<file path="src/rtl/tmr_pkg.sv">
package tmr_pkg;

   // register selector inside one reloading channel window (address bits 3:2)
   typedef enum logic [1:0] {
      REG_LOAD  = 2'd0,
      REG_VALUE = 2'd1,
      REG_CTRL  = 2'd2,
      REG_CLR   = 2'd3
   } reg_sel_e;

   // control word bit positions
   localparam int unsigned CTRL_EN_BIT  = 7;
   localparam int unsigned CTRL_PER_BIT = 6;
   localparam int unsigned CTRL_SRC_BIT = 3;
   // enable flag position in the wide counter's high word
   localparam int unsigned FREE_EN_BIT  = 8;

   localparam int unsigned NUM_RELOAD = 3;
   localparam logic [7:0] CH_BASE [NUM_RELOAD] = '{8'h00, 8'h20, 8'h80};
   localparam logic [7:0] FREE_LO_OFS = 8'h60;
   localparam logic [7:0] FREE_HI_OFS = 8'h64;

   typedef struct packed {
      logic en;
      logic periodic;
      logic src_slow;
   } ctrl_t;

endpackage

</file>
<file path="src/rtl/tmr_reload_chan.sv">
module tmr_reload_chan
   import tmr_pkg::*;
#(
   parameter int unsigned WIDTH = 16
) (
   input  logic             clk,
   input  logic             rst_n,
   input  logic             tick_slow,
   input  logic             tick_fast,
   input  logic             load_wr,
   input  logic             ctrl_wr,
   input  logic             clr_wr,
   input  logic [WIDTH-1:0] load_data,
   input  ctrl_t            ctrl_data,
   output logic [WIDTH-1:0] load_q,
   output logic [WIDTH-1:0] cnt_q,
   output ctrl_t            ctrl_q,
   output logic             irq_q
);

   logic             tick_hit;
   logic             underflow;
   logic [WIDTH-1:0] cnt_d;

   assign tick_hit  = ctrl_q.en & (ctrl_q.src_slow ? tick_slow : tick_fast);
   // a load write replaces the count, so it suppresses the underflow event
   assign underflow = tick_hit & ~load_wr & (cnt_q == '0);

   always_comb begin
      cnt_d = cnt_q;
      if (load_wr) begin
         cnt_d = load_data;
      end else if (tick_hit) begin
         if (cnt_q == '0) begin
            cnt_d = ctrl_q.periodic ? load_q : '1;
         end else begin
            cnt_d = cnt_q - WIDTH'(1);
         end
      end
   end

   always_ff @(posedge clk) begin
      if (!rst_n) begin
         load_q <= '0;
         cnt_q  <= '0;
         ctrl_q <= '0;
         irq_q  <= 1'b0;
      end else begin
         cnt_q <= cnt_d;
         if (load_wr) load_q <= load_data;
         if (ctrl_wr) ctrl_q <= ctrl_data;
         if (underflow)   irq_q <= 1'b1;
         else if (clr_wr) irq_q <= 1'b0;
      end
   end

   // load write lands in the count one cycle later
   a_r4_load_now : assert property (@(posedge clk) disable iff (!rst_n)
      load_wr |=> (cnt_q == $past(load_data)));

   // no selected tick and no load -> count holds
   a_r2_hold : assert property (@(posedge clk) disable iff (!rst_n)
      (!tick_hit && !load_wr) |=> $stable(cnt_q));

   // a selected tick on a nonzero count steps down by one
   a_r2_step : assert property (@(posedge clk) disable iff (!rst_n)
      (tick_hit && !load_wr && (cnt_q != '0)) |=> (cnt_q == $past(cnt_q) - WIDTH'(1)));

   // periodic underflow reloads and raises the interrupt
   a_r5_reload : assert property (@(posedge clk) disable iff (!rst_n)
      (underflow && ctrl_q.periodic) |=> ((cnt_q == $past(load_q)) && irq_q));

   // one-shot style underflow wraps to all ones and raises the interrupt
   a_r6_wrap : assert property (@(posedge clk) disable iff (!rst_n)
      (underflow && !ctrl_q.periodic) |=> ((&cnt_q) && irq_q));

   // clear with no competing underflow drops the interrupt
   a_r3_clear : assert property (@(posedge clk) disable iff (!rst_n)
      (clr_wr && !underflow) |=> !irq_q);

   // a pending interrupt survives until cleared
   a_r3_sticky : assert property (@(posedge clk) disable iff (!rst_n)
      (irq_q && !clr_wr) |=> irq_q);

endmodule

</file>
<file path="src/rtl/tmr_free_cnt.sv">
module tmr_free_cnt #(
   parameter int unsigned FREE_W = 40,
   parameter int unsigned DATA_W = 32
) (
   input  logic                     clk,
   input  logic                     rst_n,
   input  logic                     tick,
   input  logic                     en_wr,
   input  logic                     en_data,
   input  logic                     lo_rd,
   output logic [DATA_W-1:0]        cnt_lo,
   output logic                     en_q,
   output logic [FREE_W-DATA_W-1:0] hi_snap_q
);

   localparam int unsigned HI_W = FREE_W - DATA_W;

   logic [FREE_W-1:0] cnt_q;
   logic [HI_W-1:0]   cnt_hi;

   assign cnt_lo = cnt_q[DATA_W-1:0];
   assign cnt_hi = cnt_q[FREE_W-1:DATA_W];

   always_ff @(posedge clk) begin
      if (!rst_n) begin
         cnt_q     <= '0;
         en_q      <= 1'b0;
         hi_snap_q <= '0;
      end else begin
         if (en_q && tick) cnt_q <= cnt_q + FREE_W'(1);
         if (en_wr) en_q <= en_data;
         if (lo_rd) hi_snap_q <= cnt_hi;
      end
   end

   // enabled counter advances by one per fast tick
   a_r9_step : assert property (@(posedge clk) disable iff (!rst_n)
      (en_q && tick) |=> ({cnt_hi, cnt_lo} == $past({cnt_hi, cnt_lo}) + FREE_W'(1)));

   // without an enabled tick the counter holds
   a_r9_hold : assert property (@(posedge clk) disable iff (!rst_n)
      !(en_q && tick) |=> $stable(cnt_lo) && $stable(cnt_hi));

   // a low-word read captures the upper bits of that cycle
   a_r10_snap : assert property (@(posedge clk) disable iff (!rst_n)
      lo_rd |=> (hi_snap_q == $past(cnt_hi)));

   // the capture holds between low-word reads
   a_r10_keep : assert property (@(posedge clk) disable iff (!rst_n)
      !lo_rd |=> $stable(hi_snap_q));

endmodule

</file>
<file path="src/rtl/tmr_bank.sv">
module tmr_bank
   import tmr_pkg::*;
#(
   parameter int unsigned ADDR_W   = 8,
   parameter int unsigned DATA_W   = 32,
   parameter int unsigned NARROW_W = 16,
   parameter int unsigned WIDE_W   = 32,
   parameter int unsigned FREE_W   = 40
) (
   input  logic                  clk,
   input  logic                  rst_n,
   input  logic                  tick_slow,
   input  logic                  tick_fast,
   input  logic                  bus_wr,
   input  logic                  bus_rd,
   input  logic [ADDR_W-1:0]     bus_addr,
   input  logic [DATA_W-1:0]     bus_wdata,
   output logic [DATA_W-1:0]     bus_rdata,
   output logic [NUM_RELOAD-1:0] irq
);

   localparam int unsigned NCH  = NUM_RELOAD;
   localparam int unsigned HI_W = FREE_W - DATA_W;

   initial begin : p_param_chk
      assert (ADDR_W >= 8) else $error("tmr_bank: ADDR_W must be at least 8");
      assert (NARROW_W >= 1 && NARROW_W <= WIDE_W && WIDE_W <= DATA_W)
         else $error("tmr_bank: channel widths must fit the data word");
      assert (DATA_W > FREE_EN_BIT) else $error("tmr_bank: DATA_W too small for enable flag");
      assert (FREE_W > DATA_W && HI_W <= FREE_EN_BIT)
         else $error("tmr_bank: wide counter high part must be 1..8 bits");
   end

   reg_sel_e          reg_sel;
   logic              word_ok;
   logic [NCH-1:0]    ch_hit;
   logic              lo_hit;
   logic              hi_hit;
   ctrl_t             ctrl_wdata;

   logic [DATA_W-1:0] ch_load_rd [NCH];
   logic [DATA_W-1:0] ch_val_rd  [NCH];
   logic [DATA_W-1:0] ch_ctrl_rd [NCH];

   logic [DATA_W-1:0] free_lo;
   logic              free_en;
   logic [HI_W-1:0]   free_snap;
   logic [DATA_W-1:0] hi_word;

   assign reg_sel = reg_sel_e'(bus_addr[3:2]);
   assign word_ok = (bus_addr[1:0] == 2'b00);
   assign lo_hit  = (bus_addr == ADDR_W'(FREE_LO_OFS));
   assign hi_hit  = (bus_addr == ADDR_W'(FREE_HI_OFS));

   assign ctrl_wdata.en       = bus_wdata[CTRL_EN_BIT];
   assign ctrl_wdata.periodic = bus_wdata[CTRL_PER_BIT];
   assign ctrl_wdata.src_slow = bus_wdata[CTRL_SRC_BIT];

   // ---------------- reloading channels ----------------
   for (genvar i = 0; i < NCH; i++) begin : g_ch
      // the last channel is the wide one, the others are narrow
      localparam int unsigned        CW   = (i == NCH - 1) ? WIDE_W : NARROW_W;
      localparam logic [ADDR_W-1:0]  BASE = ADDR_W'(CH_BASE[i]);

      logic [CW-1:0] load_q;
      logic [CW-1:0] cnt_q;
      ctrl_t         ctrl_q;
      logic          wr_here;

      assign ch_hit[i] = word_ok && (bus_addr[ADDR_W-1:4] == BASE[ADDR_W-1:4]);
      assign wr_here   = bus_wr && ch_hit[i];

      tmr_reload_chan #(
         .WIDTH (CW)
      ) u_chan (
         .clk       (clk),
         .rst_n     (rst_n),
         .tick_slow (tick_slow),
         .tick_fast (tick_fast),
         .load_wr   (wr_here && (reg_sel == REG_LOAD)),
         .ctrl_wr   (wr_here && (reg_sel == REG_CTRL)),
         .clr_wr    (wr_here && (reg_sel == REG_CLR)),
         .load_data (bus_wdata[CW-1:0]),
         .ctrl_data (ctrl_wdata),
         .load_q    (load_q),
         .cnt_q     (cnt_q),
         .ctrl_q    (ctrl_q),
         .irq_q     (irq[i])
      );

      if (CW == DATA_W) begin : g_full
         assign ch_load_rd[i] = load_q;
         assign ch_val_rd[i]  = cnt_q;
      end else begin : g_pad
         assign ch_load_rd[i] = {{(DATA_W - CW){1'b0}}, load_q};
         assign ch_val_rd[i]  = {{(DATA_W - CW){1'b0}}, cnt_q};
      end

      always_comb begin
         ch_ctrl_rd[i]               = '0;
         ch_ctrl_rd[i][CTRL_EN_BIT]  = ctrl_q.en;
         ch_ctrl_rd[i][CTRL_PER_BIT] = ctrl_q.periodic;
         ch_ctrl_rd[i][CTRL_SRC_BIT] = ctrl_q.src_slow;
      end
   end

   // ---------------- wide free-running counter ----------------
   tmr_free_cnt #(
      .FREE_W (FREE_W),
      .DATA_W (DATA_W)
   ) u_free (
      .clk       (clk),
      .rst_n     (rst_n),
      .tick      (tick_fast),
      .en_wr     (bus_wr && hi_hit),
      .en_data   (bus_wdata[FREE_EN_BIT]),
      .lo_rd     (bus_rd && lo_hit),
      .cnt_lo    (free_lo),
      .en_q      (free_en),
      .hi_snap_q (free_snap)
   );

   always_comb begin
      hi_word              = '0;
      hi_word[HI_W-1:0]    = free_snap;
      hi_word[FREE_EN_BIT] = free_en;
   end

   // ---------------- read mux ----------------
   always_comb begin
      bus_rdata = '0;
      for (int i = 0; i < NCH; i++) begin
         if (ch_hit[i]) begin
            unique case (reg_sel)
               REG_LOAD:  bus_rdata = ch_load_rd[i];
               REG_VALUE: bus_rdata = ch_val_rd[i];
               REG_CTRL:  bus_rdata = ch_ctrl_rd[i];
               REG_CLR:   bus_rdata = '0;
            endcase
         end
      end
      if (lo_hit) bus_rdata = free_lo;
      if (hi_hit) bus_rdata = hi_word;
   end

   // the channel windows never overlap each other or the wide counter
   a_r8_one_window : assert property (@(posedge clk) disable iff (!rst_n)
      $onehot0({ch_hit, lo_hit, hi_hit}));

endmodule

</file>
<file path="config.mk">
export PLATFORM = sky130hd
export DESIGN_NAME = tmr_bank
export DESIGN_NICKNAME = d
export VERILOG_FILES = /design/src/rtl/tmr_pkg.sv /design/src/rtl/tmr_reload_chan.sv /design/src/rtl/tmr_free_cnt.sv /design/src/rtl/tmr_bank.sv
export SDC_FILE = /design/constraint.sdc
export NUM_CORES = 1
export LEC_CHECK = 0
export BUFFER_PORTS_ARGS = -buffer_cell sky130_fd_sc_hd__buf_2
export CAP_MARGIN = 20
export CORE_ASPECT_RATIO = 1.25
export CORE_UTILIZATION = 40
export DETAILED_ROUTE_END_ITERATION = 10
export GPL_TIMING_DRIVEN = 0
export PLACE_DENSITY_LB_ADDON = 0.1
export SETUP_SLACK_MARGIN = 0.4
export SLEW_MARGIN = 20
export SYNTH_ARGS = -nofsm -noshare
export SYNTH_HDL_FRONTEND = slang
export SYNTH_SLANG_ARGS = --single-unit
export TNS_END_PERCENT = 50
</file>
<file path="constraint.sdc">
create_clock -name clk -period 4.6 [get_ports clk]
set_input_delay 0 -clock clk [delete_from_list [all_inputs] [get_ports clk]]
set_output_delay 0 -clock clk [all_outputs]
set_load 0.05 [all_outputs]
</file>
Word level (Yosys, flattened, before mapping)
Index checks and enable logic that the tools add are counted.
{ "op_classes": {"n_div": 0, "shift": 0, "n_reduce_logical": 30, "add_sub_neg": 4, "n_mul": 0, "n_eq_ne": 7, "mux": 29, "bitwise_logic": 12, "order_cmp": 0} }
{ "op_table": {"columns": ["cell", "n"], "rows": [
  ["one-hot mux 32 bit (4 select lines)", 3],
  ["two-way mux 32 bit", 9],
  ["two-way mux 16 bit", 8],
  ["adder 40 x 1 -> 40 bit, second input constant", 1],
  ["logical NOT 16 bit", 2],
  ["logical NOT 32 bit", 1],
  ["subtractor 16 x 1 -> 16 bit, second input constant", 2],
  ["subtractor 32 x 1 -> 32 bit, second input constant", 1],
  ["logical AND 1 bit", 18],
  ["equality test 8 x 7 -> 1 bit, second input constant", 2],
  ["nonzero test 2 bit", 6],
  ["bitwise AND 1 bit", 9],
  ["two-way mux 1 bit", 9],
  ["equality test 2 bit, second input constant", 2],
  ["equality test 4 x 2 -> 1 bit, second input constant", 1],
  ["equality test 4 bit, second input constant", 1],
  ["logical NOT 2 bit", 2],
  ["logical NOT 4 bit", 1],
  ["inverter 1 bit", 3],
  ["equality test 2 x 1 -> 1 bit, second input constant", 1]
]} }
{ "word_totals": {"ram_bits": 0, "latch_bits": 0, "wordCells": 103, "romBits": 0, "reg_bits": 189, "n_memories": 0} }

Longest topological paths before layout
Gate-level depths: netlist of run 1.
{ "depth": {"word_depth": 8, "depth_mapped": 10} }

Modules after synthesis
Synthesis of run 1 repeated with hierarchy kept, for this count alone.
{ "unflattened": {"cells_unflattened": 1381, "area_unflattened_um2": 11960.2} }
{ "by_module_without_submodules": {"columns": ["mod", "instances", "seq_area_each_um2", "area_each_um2", "cells_per_inst"], "rows": [
  ["tmr_reload_chan (g_ch[0].u_chan ...)", 2, 720.7, 1994.4, 227],
  ["tmr_reload_chan (g_ch[2].u_chan)", 1, 1361.3, 3783.6, 437],
  ["tmr_free_cnt", 1, 980.9, 2444.8, 282],
  ["tmr_bank", 1, 0.0, 1742.9, 208]
]} }

Worst setup path before layout of run 1
Ideal clock, no wire load.
{ "synth_path": {"path_type": "input to output", "from": "input bus_addr[1]", "to": "output bus_rdata[4]", "cell_stages": 7, "arrival_ns": 2.653, "path_buffers": 1, "setup_slack_ns": 1.947, "required_ns": 4.600, "cell_sequence": "or4_1 > nor3_1 > clkbuf_1 > nand2_1 > a21oi_1 > nor2_1 > o21ai_0"} }
{ "synth_between": {"elab_chain_cells": 7, "word_cells_on_any_way": 11, "classes_between": "2 x eq/ne; 5 x mux; 4 x reduce/logical"} }
{ "synth_rtl": {"columns": ["item", "line", "source"], "rows": [
  ["start: declaration", "tmr_bank.sv:16", "input logic [ADDR_W-1:0] bus_addr,"],
  ["logical NOT 2 bit", "tmr_bank.sv:51", "assign word_ok = (bus_addr[1:0] == 2'b00);"],
  ["logical AND 1 bit", "tmr_bank.sv:70", "assign ch_hit[i] = word_ok && (bus_addr[ADDR_W-1:4] == BASE[ADDR_W-1:4]);"],
  ["two-way mux 32 bit (3 in a row)", "tmr_bank.sv:133", "if (ch_hit[i]) begin"],
  ["two-way mux 32 bit", "tmr_bank.sv:142", "if (lo_hit) bus_rdata = free_lo;"],
  ["two-way mux 32 bit (*)", "tmr_bank.sv:143", "if (hi_hit) bus_rdata = hi_word;"],
  ["end: declaration", "tmr_bank.sv:18", "output logic [DATA_W-1:0] bus_rdata,"]
]} }
Every way passes the cells marked *; elsewhere a longest branch is shown, timed or not.

Final worst setup path of run 1
{ "layout_path": {"from": "input bus_addr[2]", "to": "output bus_rdata[4]"} }
{ "layout_between": {"elab_chain_cells": 7, "word_cells_on_any_way": 14, "classes_between": "5 x eq/ne; 8 x mux; 1 x reduce/logical"} }
{ "layout_rtl": {"columns": ["item", "line", "source"], "rows": [
  ["equality test 2 bit (tied with other cells)", "tmr_bank.sv:134", "unique case (reg_sel)"],
  ["one-hot mux 32 bit (4 select lines)", "tmr_bank.sv:134", null],
  ["two-way mux 32 bit (3 in a row)", "tmr_bank.sv:133", null],
  ["two-way mux 32 bit", "tmr_bank.sv:142", null],
  ["two-way mux 32 bit (*)", "tmr_bank.sv:143", null]
]} }
Every way passes the cells marked *; elsewhere a longest branch is shown, timed or not. The select of a mux whose other input is x is not followed.

==> results_dict.tcl, run 1 <==
set metrics [dict create \
    status "finished with violations" \
    violations "DRC" \
    ys_ff_latch 189 \
    cp_cell_sequence "clkbuf_1 -> clkbuf_1 -> clkbuf_1 -> mux2i_1 -> o22ai_1 -> nor2_1 -> o21ai_0 -> buf_2" \
    antenna_cells 0 \
    final_max_slew_viol_count 0 \
    r2r-end "g_ch[2].u_chan.cnt_q[30]$_SDFFE_PN0P_" \
    yosysUniqueCellTypes 70 \
    use_met2 0.497 \
    cp_common_cell "clkbuf_1" \
    ir_drop_v 0.000188 \
    synth_nets 1498 \
    ctsResizeCount 0 \
    period_needed_ps 3330 \
    yosys_warnings 0 \
    viasPerCell 5.86 \
    drcViolationCount 20 \
    grt_setup_unrepaired "no" \
    grt_overflow 0 \
    worst_setup_path_end_kind "output port" \
    synth_top_cell_by_area "dfxtp_1" \
    postSynthAreaPerCell_sq_um 7.79 \
    synth_top_cell_area_share 0.336 \
    fin_nets 1625 \
    async_flop_share 0 \
    skew_ps 13.4 \
    wl_mm 43.0 \
    path_max_fanout 10 \
    cts_sinks 189 \
    cp.arrival_ps 3330 \
    post_cts_buffers 0 \
    htree_num_levels 4 \
    numCtsBuffers 17 \
    ys.flop_type "dfxtp_1" \
    slowest_delay_ps 820 \
    p_leak_uw 0.00469 \
    setup_tns_ps 0 \
    cp.buffers_inverters 4 \
    die_area_sq_um 28800 \
    synth_cells 1445 \
    routabilityCongestion 1.06 \
    cp-start-kind "input port" \
    ant_nets 0 \
    port_buffers 75 \
    core_area_sq_um 27700 \
    drive_gt1_frac 0.102 \
    min_to "g_ch[0].u_chan.ctrl_q[0]$_SDFFE_PN0P_" \
    hold_viol 0 \
    route.vias.total 11340 \
    start_util 0.407 \
    clock_latency_ps 450 \
    track_usage 0.300 \
    use_met3 0.0371 \
    io_pins 81 \
    avgRoutedWirePerCell_um 22.2 \
    grt_pass1_wl_mm 65.6 \
    ff2ff_path_depth 7 \
    n_fill_cell 2856 \
    path_clk_slew_ps 70 \
    clk_path_buf_depth 2 \
    synth_edf_count 0 \
    slowest_stage "clkbuf_1" \
    max_slew.worst_pin.slew_ps 1050 \
    cts_tree "built" \
    grt.met1_usage 0.373 \
    fmax_mhz 300 \
    grt_start_max_net_pins 18 \
    grt_pass1_vias 10928 \
    area_growth_pct 15.1 \
    yosysSeqAreaShare 0.336 \
    die_h_um 190 \
    reg2reg_from "g_ch[2].u_chan.cnt_q[0]$_SDFFE_PN0P_" \
    cp.required_ps 4600 \
    r2r_slack_ps 1620 \
    synth_area_sq_um 11300 \
    finish.instance_area_sq_um 13000 \
    first_iter_violations 874 \
    first_pass_iters 8 \
    mostFrequentLayoutCells "nand2_1, dfxtp_1, buf_2, o21ai_0, a21oi_1" \
    postCtsHoldBufs 33 \
    maxCapViolCount 0 \
    post-route-period-util 0.724 \
    dp_hpwl_mm 32.4 \
    relSlewSlack 0.300 \
    critical_path_class "in -> out" \
    layout_commonest_cell "nand2_1" \
    cts_root_buf "clkbuf_16" \
    antenna_found_initial 0 \
    grt-busiest-layer "met2" \
    dieWidth_um 152 \
    hold_class "in -> reg" \
    placed_area_sq_um 12100 \
    rows 68 \
    holdCritStartpoint "bus_wr" \
    min_delay_path_depth 4 \
    yosys-top-cells-area "dfxtp_1, nand2_1, mux2i_1" \
    critPathTopFamily "buffers and inverters" \
    setup_viol 0 \
    power_density_nw_per_um2 260 \
]
## cells in the mapped netlist (all sizes together) (18+ instances only)
| cell type | n |
|---|---|
| dfxtp | 189 |
| a21boi | 68 |
| a21oi | 92 |
| and2 | 41 |
| xnor2 | 53 |
| clkbuf | 86 |
| a22oi | 18 |
| nand3 | 55 |
| buf | 28 |
| nor2 | 73 |
| xor2 | 25 |
| nor2b | 26 |
| o21ai | 92 |
| nand4 | 19 |
| mux2i | 54 |
| o22ai | 25 |
| nor3 | 33 |
| nand2 | 221 |
| o211ai | 32 |
| or3 | 30 |
## routing by layer
layer	wire length [um]	part of all wire
met1	18400	0.43
met2	19900	0.46
met3	2090	0.049
met4	2550	0.059
met5	0	0
## area by class of cell
| cell class | count | area, sq um | share of cell area |
|---|---|---|---|
| multi-input combinational | 1126 | 6920 | 0.534 |
| sequential | 189 | 3780 | 0.292 |
| timing repair buffer | 108 | 706 | 0.0545 |
| buffer | 115 | 493 | 0.0381 |
| clock buffer | 19 | 453 | 0.0350 |
| tap | 350 | 438 | 0.0338 |
| clock inverter | 12 | 104 | 0.00802 |
| inverter | 15 | 56.3 | 0.00435 |
## worst min-delay path, cell delays in order
cell and delay [ps]:
buf_2 150, nand3_1 170, mux2i_1 100, nor2b_1 90
## per-stage QoR
step / std cells / worst slack, ps / hold WS, ps / util / total power (uW)
4_1_cts: 1934 / 1430 / 77.9 / 0.468 / 3380
3_3_place_gp: 1870 / 1430 / 266 / 0.436 / 1910
5_1_grt: 1934 / 1210 / 128 / 0.468 / 3460
6_report: 1934 / 1270 / 96.1 / 0.468 / 3370
2_1_floorplan: 1445 / 1950 / 130 / - / 1800
3_5_place_dp: 1870 / 1440 / 277 / 0.436 / 1910
## cell families (layout without fill, tap and decap cells)
group,after synthesis,count (layout),synth area share
compound gates,396,396,0.226
xor+xnor,78,78,0.0607
fa+ha+maj,7,7,0.00778
buf+inv,130,269,0.0488
flops,189,189,0.336
mux,66,66,0.0600
simple gates,579,579,0.260
## state kept, by name (all words and copies together), names as in the netlist
signal and count:
g_ch.u_chan.cnt_q 64, g_ch.u_chan.ctrl_q 9, g_ch.u_chan.irq_q 3, g_ch.u_chan.load_q 64
u_free.cnt_q 40, u_free.en_q 1, u_free.hi_snap_q 8
## worst max-delay path by stage
stage,startpoint,endpoint,cells past startpoint
after floorplan,bus_addr[1],bus_rdata[4],7
after global placement,bus_addr[2],bus_rdata[4],8
after detailed placement,bus_addr[2],bus_rdata[4],8
after CTS,bus_addr[2],bus_rdata[4],8
after global routing,bus_addr[2],bus_rdata[1],8
final,bus_addr[2],bus_rdata[4],8
## power breakdown
| group | switching (uW) | internal [uW] |
|---|---|---|
| clock network | 734 | 734 |
| registers | 3.14 | 1640 |
| logic | 167 | 91.1 |
No activity file was read; power rests on OpenSTA's default activity.
==> run 2: changes to the inputs <==
--- a/config.mk
+++ b/config.mk
@@ -5,6 +5,7 @@
 export SDC_FILE = /design/constraint.sdc
 export NUM_CORES = 1
 export LEC_CHECK = 0
+export ABC_AREA = 1
 export BUFFER_PORTS_ARGS = -buffer_cell sky130_fd_sc_hd__buf_2
 export CAP_MARGIN = 20
 export CORE_ASPECT_RATIO = 1.25
==> constraint.sdc (replaced) <==
create_clock -name clk -period 3 [get_ports clk]
set_input_delay 0 -clock clk [delete_from_list [all_inputs] [get_ports clk]]
set_output_delay 0 -clock clk [all_outputs]
set_load 0.05 [all_outputs]
==> run 2 against run 1 <==
The flow now finishes without violations; synthesized cell count up 32%; clock skew grew 1.1 ps; sequential power rose by 53%; die area rose by 3.5%; non-clock buffer count fell by 31; combinational power increased by 71%; sequential cell count unchanged; clock power is 60% higher; area after synthesis increased by 3.5%; sequential share of layout area shrank 0.99 points; setup slack got worse by 760 ps; worst hold slack got worse by 23 ps.
==> results_dict.tcl, run 2 <==
set metrics [dict create \
    status "completed" \
    track_usage 0.336 \
    die_h_um 193 \
    grt_setup_unrepaired "no" \
    routabilityCongestion 0.970 \
    p_switching_uw 1460 \
    cts_tree "built" \
    die_area_sq_um 29800 \
    yosys-top-cells-area "dfxtp_1, nand2_1, a21oi_1" \
    io_pins 81 \
    synthSimpleGateAreaFrac 0.316 \
    layout_commonest_cell "nand2_1" \
    cp-start-kind "flip-flop" \
    core_area_sq_um 28500 \
    grt_pass1_vias 12551 \
    synth-compound-area-share 0.216 \
    first_iter_violations 1361 \
    yosysSeqAreaShare 0.325 \
    numCtsBuffers 17 \
    path_clk_slew_ps 80 \
    yosysMostFrequentCell "nand2_1" \
    synth_top_family_by_area "simple AND/OR/NAND/NOR gates" \
    ys_ff_latch 189 \
    hold_ws_ps 73.3 \
    dieWidth_um 155 \
    synth_nets 1960 \
    fmax_mhz 402 \
    post-route-period-util 0.830 \
    avgRoutedWirePerCell_um 20.7 \
    fin_cells 2406 \
    synth_cells 1907 \
    pwr-share-comb 0.083 \
    start_util 0.409 \
    path_max_fanout 5 \
    antenna_cells 0 \
    reg_top3 "g_ch.u_chan.cnt_q x64, g_ch.u_chan.load_q x64, u_free.cnt_q x40" \
    antenna_found_initial 0 \
    placed_cells 2341 \
    slowest_stage "o21ai_0" \
    maxCapViolCount 0 \
    first_pass_iters 6 \
    cp_cell_sequence "inv_1 -> o21ai_0 -> nand2_1 -> nand2_1 -> o21ai_0 -> a22oi_1 -> buf_2" \
    postSynthAreaPerCell_sq_um 6.11 \
    synth_area_sq_um 11600 \
    port_buffers 79 \
    clk_path_buf_depth 2 \
    yosys.area_share.adder 0.00752 \
    fin_nets 2092 \
    ant_nets 0 \
    wl_mm 49.8 \
    yosys_warnings 0 \
    clock_power_share 0.443 \
    netSwitchingFraction 0.275 \
    sequentialPowerShare 0.473 \
    mostFrequentLayoutCells "nand2_1, inv_1, nor2_1" \
    skew_ps 14.4 \
    grt_start_max_net_pins 18 \
    ys.flop_type "dfxtp_1" \
    placed_area_sq_um 12500 \
    relSlewSlack 0.380 \
    clock_latency_ps 460 \
    ir_drop_v 0.000305 \
    yosysUniqueCellTypes 46 \
    cts_sinks 189 \
    post_cts_buffers 0 \
    r2r_slack_ps 670 \
    cp.required_ps 3000 \
    rows 69 \
    p_leak_uw 0.00551 \
    critPathTopFamily "compound AO/OA/AOI/OAI gates" \
    final_max_slew_viol_count 0 \
    area_growth_pct 15.1 \
    drive_gt1_frac 0.0873 \
    hold_class "in -> reg" \
    viasPerCell 5.51 \
    grt_overflow 0 \
    slowest_delay_ps 650 \
    finish.instance_area_sq_um 13400 \
    period_needed_ps 2490 \
    async_flop_share 0 \
    setup_viol 0 \
    drcViolationCount 0 \
    htree_num_levels 4 \
    synth_edf_count 0 \
    power_density_nw_per_um2 396 \
    dp_hpwl_mm 38.0 \
    setup_tns_ps 0 \
    synth_mux_area_frac 0 \
    synth_top_cell_by_area "dfxtp_1" \
    cp.arrival_ps 2490 \
    route.vias.total 13253 \
    cts_root_buf "clkbuf_16" \
    synth_top_cell_area_share 0.325 \
    grt_pass1_wl_mm 73.7 \
    synth_xor_area_frac 0.0233 \
    max_slew.worst_pin.slew_ps 930 \
    worst_setup_path_end_kind "output port" \
    cp.buffers_inverters 2 \
    p_int_uw 3850 \
    hold_viol 0 \
    synthTopCellsByCount "nand2_1, inv_1, nor2_1" \
    critical_path_class "reg -> out" \
]
## run 2: timing repair
| item | 4_1_cts | 5_1_grt |
|---|---|---|
| endpoints found under the setup margin | 1 | 1 |
| resized for setup | 2 | 2 |
| endpoints found under the hold margin | 101 | 0 |
| hold buffers | 34 | 0 |
## run 2: layout make-up
cell class                 instances  area [sq um]
fill                            3118         15100
multi-input combinational       1388          6560
sequential                       189          3780
inverter                         251           943
timing repair buffer             113           736
clock buffer                      19           453
tap                              355           444
buffer                            79           365
clock inverter                    12           125
## run 2: worst register-to-register path: stages (launching register included)
cell     delay, ps
dfxtp_1        310
inv_1          140
ha_1           220
nand3_1        140
nor2_2         390
nand2_1        240
inv_1          230
nor2_1          60
o21ai_0        210
nand2_1         80
a21oi_1        130
nor2_1          50
## run 2: per-layer routing
metal | share of wire | vias up | global-route usage
met4 | 0.058 | 0 | 0.190
met1 | 0.40 | 6080 | 0.391
li1 | - | 6465 | -
met2 | 0.48 | 561 | 0.588
met5 | 0 | - | 0
met3 | 0.066 | 147 | 0.0528
## run 2: power by group through the flow
stage,logic (uW),clock network [uW],registers (uW)
2_1_floorplan,213,0,2570
3_3_place_gp,395,0,2570
3_5_place_dp,396,0,2570
4_1_cts,431,2370,2510
5_1_grt,469,2480,2510
6_report,442,2350,2510
## run 2: worst paths after layout
check                                   startpoint                                    end  cells past startpoint
max          g_ch[0].u_chan.cnt_q[11]$_SDFFE_PN0P_                          bus_rdata[11]                      7
min                                    bus_addr[3]      g_ch[0].u_chan.irq_q$_SDFFE_PN0P_                      4
max reg2reg   g_ch[2].u_chan.cnt_q[0]$_SDFFE_PN0P_  g_ch[2].u_chan.cnt_q[12]$_SDFFE_PN0P_                     11
min reg2reg  g_ch[2].u_chan.load_q[8]$_SDFFE_PN0P_  g_ch[2].u_chan.load_q[8]$_SDFFE_PN0P_                      2
## run 2: cell families (layout without fill, tap and decap cells)
| group | after synthesis | count (layout) |
|---|---|---|
| simple gates | 883 | 883 |
| xor+xnor | 31 | 31 |
| buf+inv | 330 | 474 |
| flops | 189 | 189 |
| compound gates | 467 | 467 |
| fa+ha+maj | 7 | 7 |
## run 2: stage by stage
stage | power, uW | utilization | setup slack [ps]
after detailed placement | 2970 | 0.438 | 450
after global placement | 2970 | 0.438 | 446
after CTS | 5310 | 0.471 | 449
final | 5310 | 0.471 | 510
after floorplan | 2780 | - | 1110
after global routing | 5460 | 0.471 | 474
